### src/rtl/uart_irq_pkg.sv
package uart_irq_pkg;
  typedef struct packed {
    logic tx_lvl;
    logic rx_lvl;
    logic tmo_en;
    logic err_en;
    logic loop_en;
  } irq_ctl_t;

  localparam int unsigned CTL_W  = $bits(irq_ctl_t);
  localparam int unsigned N_REQ  = 3;  // tx, rx, rx timeout
  localparam int unsigned REQ_TX = 0;
  localparam int unsigned REQ_RX = 1;
  localparam int unsigned REQ_TO = 2;
  localparam int unsigned N_ERR  = 2;  // [0] framing, [1] overrun
endpackage

### src/rtl/uart_irq_req.sv
module uart_irq_req (
  input  logic clk_i,
  input  logic rst_ni,
  input  logic cond_i,
  input  logic lvl_i,
  output logic irq_o
);
  logic cond_q, irq_q;

  always_ff @(posedge clk_i or negedge rst_ni) begin
    if (!rst_ni) begin
      cond_q <= 1'b0;
      irq_q  <= 1'b0;
    end else begin
      cond_q <= cond_i;
      irq_q  <= lvl_i ? cond_i : (cond_i & ~cond_q);
    end
  end

  assign irq_o = irq_q;
endmodule

### src/rtl/uart_irq_err.sv
module uart_irq_err #(
  parameter int unsigned N_SRC = 2
) (
  input  logic             clk_i,
  input  logic             rst_ni,
  input  logic [N_SRC-1:0] evt_i,
  input  logic             en_i,
  input  logic             clr_i,
  output logic             irq_o,
  output logic [N_SRC-1:0] flags_o
);
  logic [N_SRC-1:0] evt_q, flags_q, evt_new;
  logic             irq_q;

  assign evt_new = evt_i & ~evt_q;

  always_ff @(posedge clk_i or negedge rst_ni) begin
    if (!rst_ni) begin
      evt_q   <= '0;
      flags_q <= '0;
      irq_q   <= 1'b0;
    end else begin
      evt_q   <= evt_i;
      // new event wins over a simultaneous clear
      flags_q <= (flags_q & ~{N_SRC{clr_i}}) | evt_new;
      irq_q   <= en_i & (|evt_new);
    end
  end

  assign irq_o   = irq_q;
  assign flags_o = flags_q;
endmodule

### src/rtl/uart_irq_loop.sv
module uart_irq_loop #(
  parameter logic IDLE_LVL = 1'b1
) (
  input  logic loop_en_i,
  input  logic ser_tx_i,
  input  logic pad_rx_i,
  output logic ser_rx_o,
  output logic pad_tx_o
);
  assign ser_rx_o = loop_en_i ? ser_tx_i : pad_rx_i;
  assign pad_tx_o = loop_en_i ? IDLE_LVL : ser_tx_i;
endmodule

### src/rtl/uart_irq_gen.sv
module uart_irq_gen
  import uart_irq_pkg::*;
(
  input  logic             clk_i,
  input  logic             rst_ni,
  input  logic [CTL_W-1:0] ctrl_i,
  input  logic             fifo_en_i,
  input  logic             tx_empty_i,
  input  logic             tx_trig_i,
  input  logic             rx_avail_i,
  input  logic             rx_trig_i,
  input  logic             rx_tmo_i,
  input  logic             frm_err_i,
  input  logic             ovr_err_i,
  input  logic             err_clr_i,
  input  logic             ser_tx_i,
  output logic             ser_rx_o,
  output logic             pad_tx_o,
  input  logic             pad_rx_i,
  output logic             tx_irq_o,
  output logic             rx_irq_o,
  output logic             err_irq_o,
  output logic [N_ERR-1:0] err_flags_o
);
  irq_ctl_t         ctl;
  logic [N_REQ-1:0] cond, lvl, req;

  assign ctl = irq_ctl_t'(ctrl_i);

  assign cond[REQ_TX] = fifo_en_i ? tx_trig_i : tx_empty_i;
  assign cond[REQ_RX] = fifo_en_i ? rx_trig_i : rx_avail_i;
  assign cond[REQ_TO] = ctl.tmo_en & fifo_en_i & rx_tmo_i;
  assign lvl[REQ_TX]  = ctl.tx_lvl;
  assign lvl[REQ_RX]  = ctl.rx_lvl;
  assign lvl[REQ_TO]  = 1'b0;  // timeout always pulses

  for (genvar g = 0; g < N_REQ; g++) begin : g_req
    uart_irq_req u_req (
      .clk_i  (clk_i),
      .rst_ni (rst_ni),
      .cond_i (cond[g]),
      .lvl_i  (lvl[g]),
      .irq_o  (req[g])
    );
  end

  assign tx_irq_o = req[REQ_TX];
  assign rx_irq_o = req[REQ_RX] | req[REQ_TO];

  uart_irq_err #(.N_SRC(N_ERR)) u_err (
    .clk_i   (clk_i),
    .rst_ni  (rst_ni),
    .evt_i   ({ovr_err_i, frm_err_i}),
    .en_i    (ctl.err_en),
    .clr_i   (err_clr_i),
    .irq_o   (err_irq_o),
    .flags_o (err_flags_o)
  );

  uart_irq_loop #(.IDLE_LVL(1'b1)) u_loop (
    .loop_en_i (ctl.loop_en),
    .ser_tx_i  (ser_tx_i),
    .pad_rx_i  (pad_rx_i),
    .ser_rx_o  (ser_rx_o),
    .pad_tx_o  (pad_tx_o)
  );
endmodule

### config.mk
export PLATFORM = sky130hd
export DESIGN_NAME = uart_irq_gen
export DESIGN_NICKNAME = d
export VERILOG_FILES = /design/src/rtl/uart_irq_pkg.sv /design/src/rtl/uart_irq_req.sv /design/src/rtl/uart_irq_err.sv /design/src/rtl/uart_irq_loop.sv /design/src/rtl/uart_irq_gen.sv
export SDC_FILE = /design/constraint.sdc
export NUM_CORES = 1
export LEC_CHECK = 0
export BUFFER_PORTS_ARGS = -buffer_cell sky130_fd_sc_hd__buf_2
export CAP_MARGIN = 20
export CORE_AREA = 10 10 49 51
export DETAILED_ROUTE_END_ITERATION = 8
export DIE_AREA = 0 0 59 61
export GPL_ROUTABILITY_DRIVEN = 0
export RECOVER_POWER = 100
export SYNTH_ARGS = -nofsm -noshare
export SYNTH_HDL_FRONTEND = slang
export SYNTH_SLANG_ARGS = --single-unit
### constraint.sdc
create_clock -name clk_i -period 0.9 [get_ports clk_i]
set_input_delay 0.18 -clock clk_i [delete_from_list [all_inputs] [get_ports clk_i]]
set_output_delay 0.18 -clock clk_i [all_outputs]
set_load 0.01 [all_outputs]
## After elaboration in Yosys (flattened, before gate mapping)

Index checks and enable logic that the tools add are counted.

- Word-level logic and storage cells: 31
- Bits of input ports: 18
- Register bits: 11

- Reductions and logical operators: 1
- Bitwise logic cells: 15
- Mux-type cells: 6

Operators with widths:

| operator | number |
|---|---|
| 1-bit AND | 6 |
| 1-bit 2-to-1 mux | 6 |
| 2-bit AND | 2 |
| 2-bit inverter | 2 |
| 1-bit inverter | 3 |
| 2-bit OR | 1 |
| 2-bit OR reduction | 1 |
| 1-bit OR | 1 |

## Depth between registers and ports, before layout

- Word-level depth: 4
- Depth in mapped cells: 2

## Cells and area by module

From an unflattened synthesis, not the netlist that was laid out.

- Cell total of the unflattened synthesis: 31
- Area, all modules: 415.4 µm²

By module, submodules not included:

| module | area an instance (µm²) | instances | seq. area each (µm²) | cells an instance |
|---|---|---|---|---|
| uart_irq_req | 61.3 | 3 | 50.0 | 4 |
| uart_irq_err | 170.2 | 1 | 125.1 | 12 |
| uart_irq_gen | 40.0 | 1 | 0.0 | 5 |
| uart_irq_loop | 21.3 | 1 | 0.0 | 2 |

## Worst setup path after synthesis

OpenSTA, ideal clock, no wires.

- Kind: reg-to-output
- Start point: register g_req[2].u_req.irq_q
- End point: output rx_irq_o
- Data required time: 0.720 ns
- Buffers on the path: 0
- Arrival: 0.642 ns
- Cell stages (with the launch flop): 2
- Setup slack: 0.078 ns
- Cell sequence: dfrtp_1 -> or2_2

- Longest elaborated chain between the ends: 1

Ends and longest elaborated chain:

| item | line | source |
|---|---|---|
| start, declared | uart_irq_req.sv:8 | `logic cond_q, irq_q;` |
| start signal, assigned | uart_irq_req.sv:16 | `irq_q <= lvl_i ? cond_i : (cond_i & ~cond_q);` |
| 1-bit OR | uart_irq_gen.sv:48 | `assign rx_irq_o = req[REQ_RX] \| req[REQ_TO];` |
| end, declared | uart_irq_gen.sv:21 | `output logic rx_irq_o,` |

Every way passes these cells.

## Final worst setup path

Same ends and word-level chain as after synthesis.

==> impl_metrics.ini <==
[outcome]
status = finished with violations
violations = negative setup slack

[hold_path]
whs_path_depth = 1
holdPathEnd = u_err.evt_q[1]
min_from = ovr_err_i
hold_class = primary input to flip-flop

[global_route]
grt_pass1_wl_um = 1449
antenna_found_initial = 0
grt_util_all_layers_pct = 5.250
first_global_vias = 348
overflow = 0
grt_start_max_net_pins = 12

[critical_path]
crit_chain = or2_4 -> buf_6
r2r_slack_ps = 150
startpoint_type = flip-flop
required_ps = 720
crit_family = flip-flops
rr_worst_depth = 2
timing.rr.start = u_err.evt_q[0]
crit_slowest_cell = dfrtp_1
cp_max_fo = 1
cp-end-kind = primary output
crit_arrival_ps = 970
slowest_delay_ps = 360
cp_num_buf_inv = 1
r2r_end = u_err.irq_o
path_class = flip-flop to primary output

[synth]
synth_xor_area_share_pct = 0
netlist_top_cells_count = 11 x dfrtp_1, 4 x inv_1
ys_warn_count = 0
synthMuxAreaShare_pct = 9.706
synth_top_area_share_pct = 64.71
avgSynthCellArea_um2 = 14.67
synth_top_area_cell = dfrtp_1
yosysMostFrequentCell = dfrtp_1
ys_seq_area_share_pct = 64.71
async_flop_share_pct = 100.0
synth_edf_count = 0
syn_inst = 29
synth_seq_cells = 11
synth-simple-area-share_pct = 9.118
synthesis.nets = 47
ys_types = 11
synth_fa_ha_area_share_pct = 0
synth_ff_type = dfrtp_1
synth-compound-area-share_pct = 12.94
synth_area_um2 = 425.4
synth.area.top_cells = dfrtp_1 65%, a21boi_4 8.8%, mux2_4 7.1%, inv_1 3.5%, nand2b_1 2.9%
synth_top_family_by_area = compound AO/OA/AOI/OAI gates

[sta]
fin_ws_ps = -251.7
final_max_slew_viol_count = 0
max_freq_ghz = 0.8683
hold_violations = 0
clock_skew_ps = 0.6025
finalCriticalPeriod_ps = 1152
max_slew_margin_pct = 82.53
finalCritPeriodShare_pct = 128.0
tightest_slew_ps = 262.0
rsz0062_at_grt = yes
whs_ps = 47.72
setup_viol = 5

[cts]
insertion_delay_ps = 260
cts.sinks = 11
clockBufferDepth = 2
clk_pin_slew_worst_paths_ps = 60
clockRootBuffer = clkbuf_4
cts_tree = built
numCtsBuffers = 3
htreeDepth = 1

[detailed_routing]
num_vias = 303
drt-vias-per-instance = 4.040
wl_um = 873
first_pass_iters = 2
drc = 0
drtIter0Drc = 1
route.detailed.wl_per_inst_um = 11.64
antenna_left = 0

[flow_run]
cap_viol_max_count = 0

[cells_and_area]
area_delta_synth_final_pct = 41.18
fin_area_um2 = 600.6
nets = 78
drive_above_1_share_pct = 49.15
fin_util_pct = 40.82
diodes = 0

[floorplanning]
core_mm2 = 0.001471
start_util_pct = 28.91
fp.dieW_um = 59
dieHeight_um = 61
ioPinCount = 25
die_area_mm2 = 0.003599
rows = 14

[place]
place_hpwl_um = 742.6
dpl_cell_area_um2 = 565.5
io_buffers = 24

[power_and_ir_drop]
peakVddDrop_uv = 682.1
leakage_nw = 0.3186
p_per_area_mw_per_mm2 = 1679
==> worst max-delay path by stage <==
stage | from | cells past startpoint | slack (ps) | endpoint
after floorplan | g_req[2].u_req.irq_o | 1 | 80 | rx_irq_o
after global placement | g_req[2].u_req.irq_o | 2 | -30 | rx_irq_o
after detailed placement | g_req[2].u_req.irq_o | 2 | -30 | rx_irq_o
after CTS | g_req[1].u_req.irq_o | 2 | -260 | rx_irq_o
after global routing | g_req[2].u_req.irq_o | 2 | -280 | rx_irq_o
final | g_req[2].u_req.irq_o | 2 | -250 | rx_irq_o
==> cell families (layout without fill, tap and decap cells) <==
kind of cell | count (synthesis) | after routing
flip-flops | 11 | 11
AND/OR/NAND/NOR | 6 | 6
AO/OA/AOI/OAI | 5 | 5
multiplexers | 3 | 3
buffers and inverters | 4 | 34
==> through the flow <==
step / total power, mW / cells / setup TNS (ps) / setup WS (ps)
global route: 1.066 / 75 / -566.8 / -282.8
finish: 1.009 / 75 / -397.9 / -251.7
floorplan: 0.6188 / 29 / 0 / 77.92
global placement: 0.6955 / 69 / -27.06 / -27.06
CTS: 1.044 / 74 / -476.5 / -262.2
detailed placement: 0.7001 / 69 / -32.00 / -32.00
==> metal layers <==
metal  share of wire (%)  track usage, %  wire, um  up-vias
met5                   0               0         0        -
met4                0.57           2.951         5        0
met3                  17           4.593       145        2
met1                  48           6.295       418      123
li1                    -               -         -      154
met2                  35           6.006       303       24
==> report_power, final <==
group          internal (mW)  switching, mW
logic                 0.0905         0.0633
registers              0.527        0.00941
clock network          0.171          0.147
total                  0.789          0.220
==> final cells by class <==
type                    count  area [um^2]
repair buffers             26        152.6
fillers                   147        870.8
clock buffers               4        26.28
flip-flops and latches     11        275.3
well taps                  16        20.02
multi-input cells          14        111.4
inverters                   4        15.01
==> what timing repair did <==
action | CTS | global route
endpoints found under the setup margin | 6 | 6
hold buffers | 1 | 0
setup buffers | 0 | 1
pin swaps | 1 | 1
gates resized for setup | 3 | 2
endpoints found under the hold margin | 11 | 0
==> cell usage in the layout, fill, tap and decap left out <==
master / n
a21boi_0: 3
and3_2: 1
buf_2: 17
buf_6: 3
clkbuf_1: 4
clkbuf_2: 1
clkbuf_4: 4
dfrtp_1: 11
dlygate4sd3_1: 1
inv_1: 4
mux2_1: 2
mux2_4: 1
nand2b_1: 2
nor2b_1: 1
o21ai_0: 2
or2_2: 1
or2_4: 1
==> flip-flops by register name, indices dropped and copies added, names as in the netlist <==
signal,cells
g_req.u_req.cond_q,3
g_req.u_req.irq_o,3
u_err.evt_q,2
u_err.flags_o,2
u_err.irq_o,1
(Power assumes the default switching activity.)
